[src/rtl/nv_unlock_seq.sv]
module nv_unlock_seq #(
  parameter logic [15:0] STORE_KEY  = 16'h8FC0,
  parameter logic [15:0] RECALL_KEY = 16'h4C63
) (
  input  logic        clk,
  input  logic        rst_n,
  input  logic        acc_valid,
  input  logic        acc_wr,
  input  logic [15:0] acc_addr,
  input  logic        busy,
  output logic        store_req,
  output logic        recall_req
);
  localparam int PREFIX_LEN = 5;
  localparam int STEP_W     = $clog2(PREFIX_LEN + 1);

  function automatic logic [15:0] prefix_key(input logic [STEP_W-1:0] i);
    case (i)
      0:       return 16'h4E38;
      1:       return 16'hB1C7;
      2:       return 16'h83E0;
      3:       return 16'h7C1F;
      default: return 16'h703F;
    endcase
  endfunction

  logic [STEP_W-1:0] step_q;
  logic              valid_q;

  wire acc_go     = acc_valid & ~valid_q;
  wire is_rd      = ~acc_wr;
  wire at_last    = (step_q == STEP_W'(PREFIX_LEN));
  wire hit_step   = is_rd && !at_last && acc_addr == prefix_key(step_q);
  wire hit_store  = is_rd && at_last && acc_addr == STORE_KEY;
  wire hit_recall = is_rd && at_last && acc_addr == RECALL_KEY;
  wire restart    = is_rd && acc_addr == prefix_key('0);

  always_ff @(posedge clk) begin
    if (!rst_n) begin
      step_q     <= '0;
      valid_q    <= 1'b0;
      store_req  <= 1'b0;
      recall_req <= 1'b0;
    end else begin
      valid_q    <= acc_valid;
      store_req  <= 1'b0;
      recall_req <= 1'b0;
      if (busy) begin
        step_q <= '0;
      end else if (acc_go) begin
        if (hit_step) begin
          step_q <= step_q + 1'b1;
        end else if (hit_store) begin
          store_req <= 1'b1;
          step_q    <= '0;
        end else if (hit_recall) begin
          recall_req <= 1'b1;
          step_q     <= '0;
        end else begin
          step_q <= restart ? STEP_W'(1) : '0;
        end
      end
    end
  end
endmodule


[config.mk]
export PLATFORM = sky130hd
export DESIGN_NAME = nv_unlock_seq
export DESIGN_NICKNAME = d
export VERILOG_FILES = /design/src/rtl/nv_unlock_seq.sv
export SDC_FILE = /design/constraint.sdc
export NUM_CORES = 1
export LEC_CHECK = 0
export BUFFER_PORTS_ARGS = -buffer_cell sky130_fd_sc_hd__buf_2
export CORE_MARGIN = 3
export CORE_UTILIZATION = 45
export DETAILED_ROUTE_END_ITERATION = 8
export HOLD_SLACK_MARGIN = 0.06
export PLACE_DENSITY = 0.82
export SLEW_MARGIN = 25
export SYNTH_ARGS = -nofsm -noshare
export SYNTH_HDL_FRONTEND = slang
export SYNTH_SLANG_ARGS = --single-unit
[constraint.sdc]
create_clock -name clk -period 6.05 [get_ports clk]
set_input_delay 0.9075 -clock clk [delete_from_list [all_inputs] [get_ports clk]]
set_output_delay 0.9075 -clock clk [all_outputs]
set_load 0.02 [all_outputs]
Yosys cells after proc, flatten, opt, wreduce, memory -nomap -nowiden:

Cells that the tools add are included.
Widths: inputs -> output; s select.

* equal/unequal tests: 8
* bitwise operators: 5
* add/subtract/negate cells: 1
* reductions and logical operators: 11
* multiplexer cells: 7

Operator list (count)
* $pmux 16 s4: 1
* $eq 16x15->1 const B: 2
* $eq 16x16->1: 1
* $eq 16x16->1 const B: 1
* $eq 3x2->1 const B: 2
* $logic_and 1x1->1: 6
* $mux 1: 5
* $reduce_or 5->1: 1
* $not 1->1: 4
* $reduce_or 4->1: 1
* $add 3x1->3 const B: 1
* $eq 3x1->1 const B: 1
* $eq 3x3->1 const B: 1
* $logic_not 3->1: 1
* $mux 3: 1
* $reduce_or 2->1: 1
* $and 1x1->1: 1
* $logic_not 1->1: 1

* flip-flop bits (word level): 6
* word-level logic and storage cells: 36
* bits of input ports: 21
* output and inout port bits: 2

Longest topological paths before layout:

* word-level depth: 6
* mapped depth: 9
* mapped depth without buffers: 8

Worst setup path after synthesis:

Ideal clock, no wire load.

* path kind: register to register
* from: reg step_q[2]
* to: reg step_q[2]
* arrival time: 2.074 ns
* required time: 5.983 ns
* cell stages (with the launch flop): 10
* buffers on the path: 1
* setup time: 0.067 ns
* clock period less this slack: 2.141 ns
* path slack: 3.909 ns
* cell sequence: dfxtp_1 > buf_2 > inv_1 > ha_1 > or4_1 > o21ai_1 > a31oi_1 > nor4_4 > nand2_1 > o21ai_2

* cells in the longest elaborated chain, start to end: 5
* elaborated cells between the ends (all ways): 12

Ends and longest elaborated chain
* from (decl): RTL line 27 `logic [STEP_W-1:0] step_q;`
* from (signal assigned): RTL line 52 `step_q <= step_q + 1'b1;`
* from (signal assigned): RTL line 60 `step_q <= restart ? STEP_W'(1) : '0;`
* $eq 3x2->1, or another cell as far along: RTL line 18 `case (i)`
* $pmux 16 s4 or $logic_not 1->1 (tied branches): RTL line 18, 33
* $eq 16x16->1 or $logic_and 1x1->1 (tied branches): RTL line 33 `wire hit_step = is_rd && !at_last && acc_addr == prefix_key(step_q);`
* $logic_and 1x1->1: RTL line 33
* $mux 3 *: RTL line 51 `if (hit_step) begin`

Mark *: on every way between the ends. The rest lies on a longest branch, timed or not.
A chain may end at the register's enable or synchronous reset.

Final worst setup path:

Same ends and word-level chain as after synthesis.

==> impl_metrics.json <==
{
  "nets": 130,
  "reg2reg_slack_ns": 3.67,
  "yosys_warnings": 0,
  "port_buffers": 22,
  "vdd_drop_max_uv": 120.2,
  "route.met3.wl_um": 89,
  "cts.sinks": 6,
  "pin_count": 23,
  "status": "completed",
  "die_w_um": 42.91,
  "drive_gt1_frac": 0.3039,
  "reg2regPathDepth": 8,
  "cts-htree-levels": 1,
  "routed_wl_um": 1630,
  "n_fill_cell": 103,
  "r2r-start": "step_q[2]",
  "maxSlewViolCount": 0,
  "hold_violations": 0,
  "cts_setup_buffers": 0,
  "finalNonFillerCells": 116,
  "gp_congestion": 0.8566,
  "synth.cell_area_sq_um": 613.1,
  "synth_cell_type_count": 40,
  "relSlewSlack": 0.7070,
  "clkLatencyLatePin_ns": 0.24,
  "wl_met2_um": 905,
  "critPathSlowestCell": "dfxtp_1",
  "finalCritPeriodShare": 0.3941,
  "rsz0062_at_grt": "false",
  "cts_tree": "yes",
  "routed_via_density": 6.138,
  "post_cts_resized": 0,
  "regArea_sq_um": 120.1,
  "first_iter_violations": 25,
  "crit_type": "reg2reg",
  "fin_area_sq_um": 758.2,
  "required_ns": 6.22,
  "power_density_nw_per_um2": 125.4,
  "highest_layer": "met4",
  "wl_met1_um": 630,
  "ys.flop_type": "dfxtp_1",
  "cts_hold_buf": 0,
  "overflow": 0,
  "ant_nets": 0,
  "insertedDiodeCount": 0,
  "dp.cells": 113,
  "grtUsageTotal": 0.1867,
  "avgSynthCellArea_sq_um": 7.860,
  "critPathLaunchType": "flip-flop",
  "die_h_um": 42.91,
  "fin_util": 0.6392,
  "wl_per_cell_um": 14.05,
  "fmax_ghz": 0.4194,
  "cp_max_fo": 14,
  "syn2layout_area_growth_pct": 23.67,
  "cts-buffers-inserted": 3,
  "die_area_sq_um": 1841,
  "grt_pass1_vias": 670,
  "coreArea_sq_um": 1186,
  "syn_inst": 78,
  "worst-endpoint-arrival_ns": 2.56,
  "critPathMaxStageDelay_ns": 0.58,
  "clk_pin_slew_ns": 0.04,
  "cp_cell_sequence": "inv_1, ha_1, or4_1, o21ai_1, a31oi_1, nor4_4, nand2_1, o21ai_2",
  "cts-root-buf": "clkbuf_4",
  "min_to": "step_q[1]",
  "finalSetupViolCount": 0,
  "drcViolationCount": 0,
  "hold_class": "reg2reg",
  "tns_ns": 0,
  "hp-start": "step_q[1]",
  "multi_input_area_sq_um": 476.7,
  "place.detailed.hpwl_um": 1384,
  "antenna_found_initial": 0,
  "synth-edff-count": 0,
  "core.rowCount": 12,
  "synth_seq_cells": 6,
  "vias": 712,
  "max-clock-path-buffers": 2,
  "initial_core_util": 0.5169,
  "min_path_cells": 1,
  "tightest_slew_ns": 0.4389,
  "synth-async-reset-ratio": 0,
  "min_period_ns": 2.385,
  "r2r-end": "step_q[2]",
  "synth_fp_nets": 104,
  "dr.pass1.iters": 4,
  "finClkSkew_ns": 0.001202,
  "drv_cap": 0,
  "yosysSeqAreaShare": 0.1959,
  "placed_cell_area_sq_um": 735.7,
  "grt_max_degree": 15,
  "grt_pass1_wl_um": 2718,
  "leakagePower_nw": 0.3139,
  "end_kind": "flip-flop"
}
-- cells in the final DEF (no fill, tap or decap), drive strengths merged, types with 2 or more instances in the layout --
cell / netlist / routed
a31oi: 2 / 2
or4: 2 / 2
ha: 5 / 5
nand4b: 2 / 2
o21ai: 6 / 6
nor2: 7 / 7
nand2b: 3 / 3
nor3b: 2 / 2
clkbuf: 0 / 3
nand2: 8 / 8
o211ai: 2 / 2
buf: 1 / 22
a21oi: 2 / 2
nor3: 2 / 2
inv: 3 / 3
dfxtp: 6 / 6
nor4: 7 / 7
-- routing by layer --
layer | vias up | global-route usage
met5 | - | 0
li1 | 350 | -
met1 | 335 | 0.1970
met2 | 25 | 0.3683
met4 | 0 | 0.02484
met3 | 2 | 0.04661
-- registers in the layout, indices dropped and copies added, names as in the netlist --
name / count
valid_q: 1
step_q: 3
store_req: 1
recall_req: 1
-- synth_stat cells, types with 2 or more instances --
| cell type | count | area share |
|---|---|---|
| nand2b_1 | 3 | 0.031 |
| nor4_1 | 6 | 0.061 |
| a21oi_1 | 2 | 0.016 |
| nor3b_1 | 2 | 0.024 |
| inv_1 | 3 | 0.018 |
| nor2_1 | 6 | 0.037 |
| o21ai_1 | 2 | 0.016 |
| dfxtp_1 | 6 | 0.20 |
| o211ai_1 | 2 | 0.024 |
| nand2_1 | 8 | 0.049 |
| ha_1 | 5 | 0.10 |
| o21ai_0 | 3 | 0.024 |
| nand4b_1 | 2 | 0.029 |
| a31oi_1 | 2 | 0.020 |
-- layout make-up --
cell class	count	share of cell area
Tap cell	14	0.02310
Sequential cell	6	0.1584
Inverter	3	0.01485
Multi-Input combinational cell	68	0.6287
Clock buffer	3	0.02970
Timing Repair Buffer	22	0.1452
-- how the worst max path moves through the flow --
stage          slack [ns]   endpoint          from  cells after the start
2_1_floorplan        3.91  step_q[2]     step_q[2]                      9
3_3_place_gp         3.69  step_q[2]  acc_addr[15]                      7
3_5_place_dp         3.66  step_q[2]  acc_addr[15]                      7
4_1_cts              3.68  step_q[2]     step_q[2]                      8
5_1_grt              3.50  step_q[2]     step_q[2]                      8
6_report             3.67  step_q[2]     step_q[2]                      8
-- cells by family after synthesis --
logic type,count (synthesis),synth area share
compound gates,21,0.2429
xor+xnor,1,0.01429
simple gates,41,0.4184
flops,6,0.1959
fa+ha+maj,5,0.1020
buf+inv,4,0.02652
-- power breakdown --
group | internal, mW | switching (mW) | total [mW] | leakage, nW
registers | 0.0401 | 0.000143 | 0.0402 | 0.0486
logic | 0.00903 | 0.0105 | 0.0195 | 0.252
clock network | 0.0223 | 0.0130 | 0.0354 | 0.0138
-- stage by stage --
step | hold slack, ns | setup slack (ns) | total power [mW]
floorplan | 0.4933 | 3.909 | 0.04811
global placement | 0.5123 | 3.690 | 0.05937
detailed placement | 0.5470 | 3.658 | 0.05988
CTS | 0.5573 | 3.676 | 0.09604
global route | 0.5720 | 3.495 | 0.1005
finish | 0.5432 | 3.665 | 0.09506
-- critical path: cells and delay by family, from the launching register on --
family | cells | cell delay (ns)
adder cells (fa/ha/maj) | 1 | 0.31
AO/OA/AOI/OAI | 3 | 0.31
AND/OR/NAND/NOR | 3 | 0.99
buffers and inverters | 1 | 0.12
flip-flops | 1 | 0.58
No activity file was read; power rests on OpenSTA's default activity.
